## src/rtl/fsync_pkg.sv

```systemverilog
package fsync_pkg;

    localparam int WORD_W = 16;

    typedef enum logic [1:0] {
        PH_HUNT_HDR  = 2'd0,
        PH_HEADER    = 2'd1,
        PH_HUNT_DATA = 2'd2,
        PH_DATA      = 2'd3
    } phase_e;

    typedef struct packed {
        logic              valid;
        logic [WORD_W-1:0] data;
        logic              is_data;
        logic              first;
        logic              last;
    } word_beat_t;

    function automatic phase_e phase_after(phase_e p);
        case (p)
            PH_HUNT_HDR:  return PH_HEADER;
            PH_HEADER:    return PH_HUNT_DATA;
            PH_HUNT_DATA: return PH_DATA;
            default:      return PH_HUNT_HDR;
        endcase
    endfunction

    function automatic logic phase_locked(phase_e p);
        return (p == PH_HEADER) || (p == PH_DATA);
    endfunction

endpackage

```

## src/rtl/zero_run_detector.sv

```systemverilog
module zero_run_detector #(
    parameter int RUN_LEN = 31
) (
    input  logic clk,
    input  logic rst,
    input  logic clear,
    input  logic bit_valid,
    input  logic bit_in,
    output logic sync_hit
);
    localparam int CNT_W = $clog2(RUN_LEN + 1);

    logic [CNT_W-1:0] zeros_q;

    always_ff @(posedge clk) begin
        if (rst || clear) begin
            zeros_q <= '0;
        end else if (bit_valid) begin
            if (bit_in)
                zeros_q <= '0;
            else if (zeros_q != CNT_W'(RUN_LEN))
                zeros_q <= zeros_q + 1'b1;
        end
    end

    assign sync_hit = bit_valid && bit_in && (zeros_q == CNT_W'(RUN_LEN));

    // a hit needs the run counter full, which a strobed one always empties
    assert_run_restart_R2: assert property (@(posedge clk) disable iff (rst)
        (bit_valid && bit_in) |=> (zeros_q == '0));

endmodule

```

## src/rtl/word_slicer.sv

```systemverilog
module word_slicer
    import fsync_pkg::*;
(
    input  logic              clk,
    input  logic              rst,
    input  logic              enable,
    input  logic              bit_valid,
    input  logic              bit_in,
    output logic              word_done,
    output logic [WORD_W-1:0] word_next
);
    localparam int BIT_W = $clog2(WORD_W);

    logic [WORD_W-1:0] shift_q;
    logic [BIT_W-1:0]  bitpos_q;

    always_ff @(posedge clk) begin
        if (rst)
            shift_q <= '0;
        else if (bit_valid)
            shift_q <= word_next;
    end

    always_ff @(posedge clk) begin
        if (rst || !enable)
            bitpos_q <= '0;
        else if (bit_valid)
            bitpos_q <= (bitpos_q == BIT_W'(WORD_W - 1)) ? '0 : bitpos_q + 1'b1;
    end

    assign word_next = {bit_in, shift_q[WORD_W-1:1]};
    assign word_done = enable && bit_valid && (bitpos_q == BIT_W'(WORD_W - 1));

    // the bit position only advances on a strobe while locked
    assert_pos_stable_R9: assert property (@(posedge clk) disable iff (rst)
        (enable && !bit_valid) |=> $stable(bitpos_q));

endmodule

```

## src/rtl/frame_sequencer.sv

```systemverilog
module frame_sequencer
    import fsync_pkg::*;
#(
    parameter int HDR_WORDS  = 3,
    parameter int DATA_WORDS = 129,
    parameter int IDLE_LIMIT = 256
) (
    input  logic              clk,
    input  logic              rst,
    input  logic              bit_valid,
    input  logic              bit_in,
    input  logic              sync_hit,
    input  logic              word_done,
    input  logic [WORD_W-1:0] word_next,
    output phase_e            phase,
    output logic              timeout,
    output word_beat_t        beat
);
    localparam int MAX_WORDS = (HDR_WORDS > DATA_WORDS) ? HDR_WORDS : DATA_WORDS;
    localparam int WCNT_W    = $clog2(MAX_WORDS + 1);
    localparam int IDLE_W    = $clog2(IDLE_LIMIT + 1);

    phase_e            phase_q;
    logic [WCNT_W-1:0] wcnt_q;
    logic [IDLE_W-1:0] idle_q;
    logic              last_word;

    assign timeout   = !bit_valid && (idle_q == IDLE_W'(IDLE_LIMIT - 1));
    assign last_word = (phase_q == PH_DATA) ? (wcnt_q == WCNT_W'(DATA_WORDS - 1))
                                            : (wcnt_q == WCNT_W'(HDR_WORDS - 1));

    always_ff @(posedge clk) begin
        if (rst || bit_valid)
            idle_q <= '0;
        else if (idle_q != IDLE_W'(IDLE_LIMIT))
            idle_q <= idle_q + 1'b1;
    end

    always_ff @(posedge clk) begin
        if (rst) begin
            phase_q <= PH_HUNT_HDR;
            wcnt_q  <= '0;
            beat    <= '0;
        end else begin
            beat <= '0;
            if (timeout) begin
                phase_q <= PH_HUNT_HDR;
                wcnt_q  <= '0;
            end else begin
                case (phase_q)
                    PH_HUNT_HDR, PH_HUNT_DATA: begin
                        wcnt_q <= '0;
                        if (sync_hit)
                            phase_q <= phase_after(phase_q);
                    end
                    default: begin
                        if (word_done) begin
                            beat.valid   <= 1'b1;
                            beat.data    <= word_next;
                            beat.is_data <= (phase_q == PH_DATA);
                            beat.first   <= (wcnt_q == '0);
                            beat.last    <= last_word;
                            if (last_word) begin
                                phase_q <= phase_after(phase_q);
                                wcnt_q  <= '0;
                            end else begin
                                wcnt_q <= wcnt_q + 1'b1;
                            end
                        end
                    end
                endcase
            end
        end
    end

    assign phase = phase_q;

    // words only follow a cycle in a locked phase
    assert_word_locked_R5: assert property (@(posedge clk) disable iff (rst)
        beat.valid |-> phase_locked($past(phase_q)));

    // data bus is zero between words
    assert_idle_zero_R5: assert property (@(posedge clk) disable iff (rst)
        !beat.valid |-> (beat.data == '0));

    // phase moves only to its successor or back to header hunt
    assert_phase_order_R4: assert property (@(posedge clk) disable iff (rst)
        (phase_q != $past(phase_q)) |->
            (phase_q == phase_after($past(phase_q)) || phase_q == PH_HUNT_HDR));

    // leaving a hunt phase for a locked one needs a strobed one bit
    assert_lock_on_one_R1: assert property (@(posedge clk) disable iff (rst)
        (phase_locked(phase_q) && !phase_locked($past(phase_q))) |->
            $past(bit_valid && bit_in));

    // frame markers ride only on a valid word
    assert_marks_on_valid_R4: assert property (@(posedge clk) disable iff (rst)
        (beat.first || beat.last) |-> beat.valid);

    // data-frame flag matches the phase that produced the word
    assert_data_flag_R6: assert property (@(posedge clk) disable iff (rst)
        beat.valid |-> (beat.is_data == ($past(phase_q) == PH_DATA)));

endmodule

```

## src/rtl/sector_frame_sync.sv

```systemverilog
module sector_frame_sync
    import fsync_pkg::*;
#(
    parameter int HDR_WORDS  = 3,
    parameter int DATA_WORDS = 129,
    parameter int RUN_LEN    = 31,
    parameter int IDLE_LIMIT = 256
) (
    input  logic        clk,
    input  logic        rst,
    input  logic        bit_valid,
    input  logic        bit_in,
    output logic        word_valid,
    output logic [15:0] word_data,
    output logic        frame_is_data,
    output logic        frame_start,
    output logic        frame_end,
    output logic [1:0]  phase
);
    logic              sync_hit;
    logic              timeout;
    logic              word_done;
    logic [WORD_W-1:0] word_next;
    phase_e            phase_s;
    word_beat_t        beat;

    zero_run_detector #(.RUN_LEN(RUN_LEN)) u_detect (
        .clk       (clk),
        .rst       (rst),
        .clear     (timeout),
        .bit_valid (bit_valid),
        .bit_in    (bit_in),
        .sync_hit  (sync_hit)
    );

    word_slicer u_slice (
        .clk       (clk),
        .rst       (rst),
        .enable    (phase_locked(phase_s)),
        .bit_valid (bit_valid),
        .bit_in    (bit_in),
        .word_done (word_done),
        .word_next (word_next)
    );

    frame_sequencer #(
        .HDR_WORDS  (HDR_WORDS),
        .DATA_WORDS (DATA_WORDS),
        .IDLE_LIMIT (IDLE_LIMIT)
    ) u_seq (
        .clk       (clk),
        .rst       (rst),
        .bit_valid (bit_valid),
        .bit_in    (bit_in),
        .sync_hit  (sync_hit),
        .word_done (word_done),
        .word_next (word_next),
        .phase     (phase_s),
        .timeout   (timeout),
        .beat      (beat)
    );

    assign word_valid    = beat.valid;
    assign word_data     = beat.data;
    assign frame_is_data = beat.is_data;
    assign frame_start   = beat.first;
    assign frame_end     = beat.last;
    assign phase         = phase_s;

endmodule

```

## config.mk

```make
export PLATFORM = sky130hd
export DESIGN_NAME = sector_frame_sync
export DESIGN_NICKNAME = d
export VERILOG_FILES = /design/src/rtl/fsync_pkg.sv /design/src/rtl/zero_run_detector.sv /design/src/rtl/word_slicer.sv /design/src/rtl/frame_sequencer.sv /design/src/rtl/sector_frame_sync.sv
export SDC_FILE = /design/constraint.sdc
export NUM_CORES = 1
export LEC_CHECK = 0
export BUFFER_PORTS_ARGS = -buffer_cell sky130_fd_sc_hd__buf_2
export CORE_UTILIZATION = 58
export CTS_CLUSTER_SIZE = 12
export DETAILED_ROUTE_END_ITERATION = 12
export GPL_TIMING_DRIVEN = 0
export MAX_ROUTING_LAYER = met4
export PLACE_DENSITY_LB_ADDON = 0.1
export SLEW_MARGIN = 15
export SYNTH_ARGS = -nofsm -noshare
export SYNTH_HDL_FRONTEND = slang
export SYNTH_SLANG_ARGS = --single-unit
```

## constraint.sdc

```tcl
create_clock -name clk -period 1.92 [get_ports clk]
set_input_delay 0.384 -clock clk [delete_from_list [all_inputs] [get_ports clk]]
set_output_delay 0.384 -clock clk [all_outputs]
set_load 0.05 [all_outputs]
```

# Yosys cells after proc, flatten, opt, wreduce, memory -nomap -nowiden
# Index checks and enable logic that the tools add are counted.
[totals] reg_bits=64 inputBits=4 output_inout_bits=22 elab_cells=60
[classes] n_addsub=4 n_eq_ne=11 muxes=11 n_bitwise=1 n_reduce_logical=22
[ops] operator="20-bit two-way mux" count=1
[ops] operator="5-bit two-way mux" count=2
[ops] operator="9-bit by 1-bit adder with 9-bit output (second input constant)" count=1
[ops] operator="9-bit by 8-bit equality test with 1-bit output (second input constant)" count=1
[ops] operator="9-bit inequality test (second input constant)" count=1
[ops] operator="8-bit by 1-bit adder with 8-bit output (second input constant)" count=1
[ops] operator="8-bit by 2-bit equality test with 1-bit output (second input constant)" count=1
[ops] operator="8-bit equality test (second input constant)" count=1
[ops] operator="8-bit logical NOT" count=1
[ops] operator="2-bit two-way mux" count=4
[ops] operator="8-bit two-way mux" count=1
[ops] operator="2-bit case mux with 3 select lines" count=1
[ops] operator="2-bit nonzero test" count=3
[ops] operator="5-bit by 1-bit adder with 5-bit output (second input constant)" count=1
[ops] operator="5-bit equality test (second input constant)" count=1
[ops] operator="1-bit logical AND" count=5
[ops] operator="5-bit inequality test (second input constant)" count=1
[ops] operator="5-bit OR reduction" count=1
[ops] operator="4-bit by 1-bit adder with 4-bit output (second input constant)" count=1
[ops] operator="2-bit equality test (second input constant)" count=2
[ops] operator="4-bit equality test (second input constant)" count=1
[ops] operator="1-bit logical OR" count=4
[ops] operator="4-bit two-way mux" count=1
[ops] operator="2-bit OR reduction" count=2
[ops] operator="9 further kinds" count=10

# Depth between registers and ports, before layout
[depth] depth_word=6 ltp_mapped=10 ltp_nobuf=8

# By module
# From an unflattened synthesis, not the netlist that was laid out.
[unflattened] hier_cells=256 hier_area_um2=2523.7
[by_module_without_submodules] module="frame_sequencer" n_inst=1 cells_per_inst=152 area_each_um2=1510.2 seq_area_each_um2=780.7
[by_module_without_submodules] module="word_slicer" n_inst=1 cells_per_inst=71 area_each_um2=739.5 seq_area_each_um2=380.4
[by_module_without_submodules] module="zero_run_detector" n_inst=1 cells_per_inst=32 area_each_um2=270.3 seq_area_each_um2=100.1
[by_module_without_submodules] module="sector_frame_sync" n_inst=1 cells_per_inst=1 area_each_um2=3.8 seq_area_each_um2=0.0

# Least setup slack after synthesis
# Ideal clock, no wire load.
[synth_timing] kind="reg2reg" from="register u_seq.phase_q[1], in the netlist u_seq.phase[1]" to="register u_seq.beat[10] (netlist name)" setup_time_ps=115 arrival_time_ps=1884 t_required_ps=1805 setup_slack_ps=-79 stages_incl_launch_ff=9 n_path_buf=2 period_less_slack_ps=1999 cell_sequence="dfxtp_1 inv_1 ha_1 o211ai_4 nor2_4 and3_1 buf_6 buf_6 and2_1"
[synth_via] elab_chain_cells=6 word_cells_on_any_way=9 classes_between="eq/ne (3); bitwise (1); reduce/logical (5)"
[synth_lines] item="from (decl)" line="frame_sequencer.sv:23" text="phase_e phase_q;"
[synth_lines] item="from (signal assigned)" line="frame_sequencer.sv:54" text="phase_q <= phase_after(phase_q);"
[synth_lines] item="from (signal assigned)" line="frame_sequencer.sv:64" text="phase_q <= phase_after(phase_q);"
[synth_lines] item="2-bit by 1-bit equality test with 1-bit output / 2-bit equality test (equally long branches)" line="fsync_pkg.sv:30" text="return (p == PH_HEADER) || (p == PH_DATA);"
[synth_lines] item="1-bit logical OR" line="fsync_pkg.sv:30"
[synth_lines] item="1-bit logical AND (2 in a row)" line="word_slicer.sv:32" text="assign word_done = enable && bit_valid && (bitpos_q == BIT_W'(WORD_W - 1));"
[synth_lines] item="1-bit inverter (no line)"
[synth_lines] item="5-bit OR reduction (no line) (*)"
# Every way passes the cells marked *; elsewhere a longest branch is shown, timed or not.
# A chain may end at the register's enable or synchronous reset.

# Worst setup path after layout
[layout_timing] from="register u_seq.idle_q[0]" to="register u_seq.beat[6] (netlist name)"
[layout_via] elab_chain_cells=3
[layout_lines] item="from (decl)" line="frame_sequencer.sv:25" text="logic [IDLE_W-1:0] idle_q;"
[layout_lines] item="from (signal assigned)" line="frame_sequencer.sv:36" text="idle_q <= idle_q + 1'b1;"
[layout_lines] item="9-bit by 8-bit equality test with 1-bit output" line="frame_sequencer.sv:28" text="assign timeout = !bit_valid && (idle_q == IDLE_W'(IDLE_LIMIT - 1));"
[layout_lines] item="1-bit logical AND" line="frame_sequencer.sv:28"
[layout_lines] item="5-bit OR reduction (no line)"
# No other way between the ends.

==> impl_metrics.yaml <==
power_and_ir_drop:
  netSwitchingPower_uw: 578
  combinationalPowerShare_pct: 2.7
  p_per_area_nw_per_um2: 823
  internal_power_uw: 1940
  seq_power_share_pct: 52.4
  p_leak_uw: 0.00125
  power_frac_clock_pct: 44.9
  peakVddDrop_mv: 0.521
  swShare_pct: 23.0
  finalPower_uw: 2510
timing:
  finalCritPeriodShare_pct: 96.7
  max-slew-margin-rel_pct: 70.2
  hold_violations: 0
  layout_setup_ws_ns: 0.0631
  fmax_mhz: 539
  finalSetupViolations: 0
  finClkSkew_ns: 0.00933
  fin_crit_ns: 1.86
  slew_violations: 0
  max_slew.worst_pin.slew_ns: 0.442
clock_tree:
  cts_sinks: 63
  cts_tree: "built"
  cts.clk_slew.worst_paths_ns: 0.08
  cts_buffers: 9
  clk_latency_ns: 0.34
  cts_buffer_depth: 2
  cts_max_level: 3
  cts_root_buf: "clkbuf_8"
floorplanning:
  initial_core_util_pct: 60.2
  rows: 24
  die_w_um: 69.2
  die_h_um: 69.2
  num_io_pins: 26
  core_um2: 4350
  die_area_um2: 4790
yosys:
  synth_simple_gate_area_share_pct: 21.4
  yosys.area_share.xor_xnor_pct: 4.68
  ys.flop_type: "dfxtp_1"
  ys_types: 39
  synth-seq-area-share_pct: 48.1
  yosysTopAreaCell: "dfxtp_1"
  async_flop_share_pct: 0
  synth_nets: 285
  yosys_warnings: 0
  synth_top_family_by_area: "simple AND/OR/NAND/NOR gates"
  synthAdderAreaFrac_pct: 6.21
  synth_compound_area_share_pct: 8.11
  synth.avg_cell_area_um2: 9.78
  synth_area_leaders: "dfxtp_1 48%, mux2i_1 7.6%, ha_1 6.2%, and2_1 5.7%, nor2_1 5.0%"
  yosys-top-cells-count: "63 x dfxtp_1, 35 x nor2_1, 24 x and2_1, 20 x mux2i_1, 13 x ha_1"
  synth_cells: 268
  synth_mux_area_share_pct: 7.64
  synth_top_area_share_pct: 48.1
  ys_seq_elements: 63
  syn_area_um2: 2620
  post-synth-top-count-cell: "dfxtp_1"
  synth_enable_flop_cells: 0
worst_setup_path:
  slowest_delay_ns: 0.37
  crit_family: "simple AND/OR/NAND/NOR gates"
  crit_type: "register to register"
  cp-end-kind: "register"
  path_cells: "ha_4, nand2_1, nor2_2, and3_4, ha_2, a21oi_2, and3_1, buf_6, buf_6, and2_1"
  reg2regPathDepth: 10
  cp_slowest_cell: "dfxtp_4"
  crit_cells: 10
  crit_top_cell: "buf_6"
  startpoint_type: "register"
  crit_arrival_ns: 2.10
  required_ns: 2.16
  ff2ff_setup_slack_ns: 0.06
  path_buf_inv: 2
  path_max_fanout: 10
cells_and_area:
  syn_to_final_growth_pct: 16.6
  nNetsFinal: 320
  stdcell_area_um2: 3060
  fin_cells: 360
  antenna_cells: 0
  post_route_cells_drive_above_1_share_pct: 19.8
grt:
  grt_pass1_vias: 1680
  grt_pass1_wl_um: 7710
  grt.overflow.total: 0
  antenna_found_initial: 0
  grt_max_degree: 13
  track_usage_pct: 20.9
placement:
  place_congestion: 0.819
  dpl-instance-area_um2: 2800
  dp_hpwl_um: 3030
  place_inst: 342
  io_buffers: 22
  pre_cts_ws_ns: -0.0858
status:
  status: "complete, no violations"
job:
  drv_cap: 0
route:
  dr.pass1.iters: 4
  drc_errors: 0
  wl_um: 4610
  drtAntennaViolNets: 0
  drtIter0Drc: 93
  avgViaCountPerCell: 5.31
  dr_total_vias: 1911
  routedWlPerCell_um: 12.8
hold_path:
  hold_depth: 2
  hold_path_class: "primary input to register"
## cells in the final DEF, fill, tap and decap left out, types with 2 or more instances in the layout
master	n
o211ai_4	2
and3_1	2
nor2b_1	3
clkbuf_8	9
clkinv_2	2
mux2i_1	20
dfxtp_4	2
nor3_1	5
inv_1	11
ha_1	11
nor4_1	3
buf_6	2
nand4_1	7
a22oi_1	3
and2_1	24
buf_2	24
xnor2_1	9
clkinv_4	3
or3_1	2
dfxtp_2	2
o21ai_0	4
nand3_1	7
nor2_1	34
xor2_1	5
a21oi_1	8
nand2b_1	2
nand2_1	12
buf_4	4
dfxtp_1	59
o2bb2ai_1	5
clkbuf_1	3
## stage by stage
step / util (%) / setup TNS (ns) / hold slack (ns)
after CTS: 69.3 / 0 / 0.395
after floorplan: - / 0 / 0.429
after global placement: 64.3 / -0.553 / 0.441
after detailed placement: 64.3 / -0.909 / 0.450
after global routing: 70.2 / -0.0591 / 0.417
final: 70.2 / 0 / 0.403
## layout make-up
class | instances | area [um2]
Clock buffer | 9 | 124
Buffer | 9 | 58.8
Fill cell | 347 | 1300
Multi-Input combinational cell | 184 | 1290
Sequential cell | 63 | 1270
Timing Repair Buffer | 24 | 125
Inverter | 12 | 45.0
Tap cell | 52 | 65.1
Clock inverter | 7 | 73.8
## routing by layer
metal  vias to the layer above  GRT usage [%]  wire length (um)
li1                        984              -                 -
met1                       890           26.3              2250
met2                        25           31.3              2130
met3                        12           4.07               104
met4                         0           12.2               118
met5                         -              -                 0
## sequential cells by signal, summed over array words and instances (netlist names)
| register | cells |
|---|---|
| u_detect.zeros_q | 5 |
| u_seq.beat | 20 |
| u_seq.idle_q | 9 |
| u_seq.phase | 2 |
| u_seq.wcnt_q | 8 |
| u_slice.bitpos_q | 4 |
| u_slice.shift_q | 15 |
## final timing paths
check | start | end
worst max register to register | u_seq.idle_q[0] | u_seq.beat[6]
worst min-delay path | rst | u_slice.shift_q[14]
worst max-delay path | u_seq.idle_q[0] | u_seq.beat[6]
worst min register to register | u_slice.shift_q[1] | u_seq.beat[3]
## power by group through the flow
stage | logic [uW] | clock network (uW) | registers, uW
2_1_floorplan | 49.9 | 0 | 1350
3_3_place_gp | 61.9 | 0 | 1350
3_5_place_dp | 62.9 | 0 | 1350
4_1_cts | 65.2 | 1150 | 1320
5_1_grt | 75.0 | 1200 | 1320
6_report | 67.3 | 1130 | 1320
## repair_timing
| action | CTS | global route |
|---|---|---|
| setup endpoints to repair | 17 | 10 |
| resized for setup | 7 | 6 |
| hold buffers | 0 | 0 |
| pin swaps | 0 | 2 |
| gates cloned | 0 | 0 |
| setup buffers | 0 | 2 |
## cell families after synthesis
family          Yosys count
simple gates            108
flops                    63
compound gates           29
buf+inv                  21
mux                      20
xor+xnor                 14
fa+ha+maj                13
No activity file was read; power rests on OpenSTA's default activity.
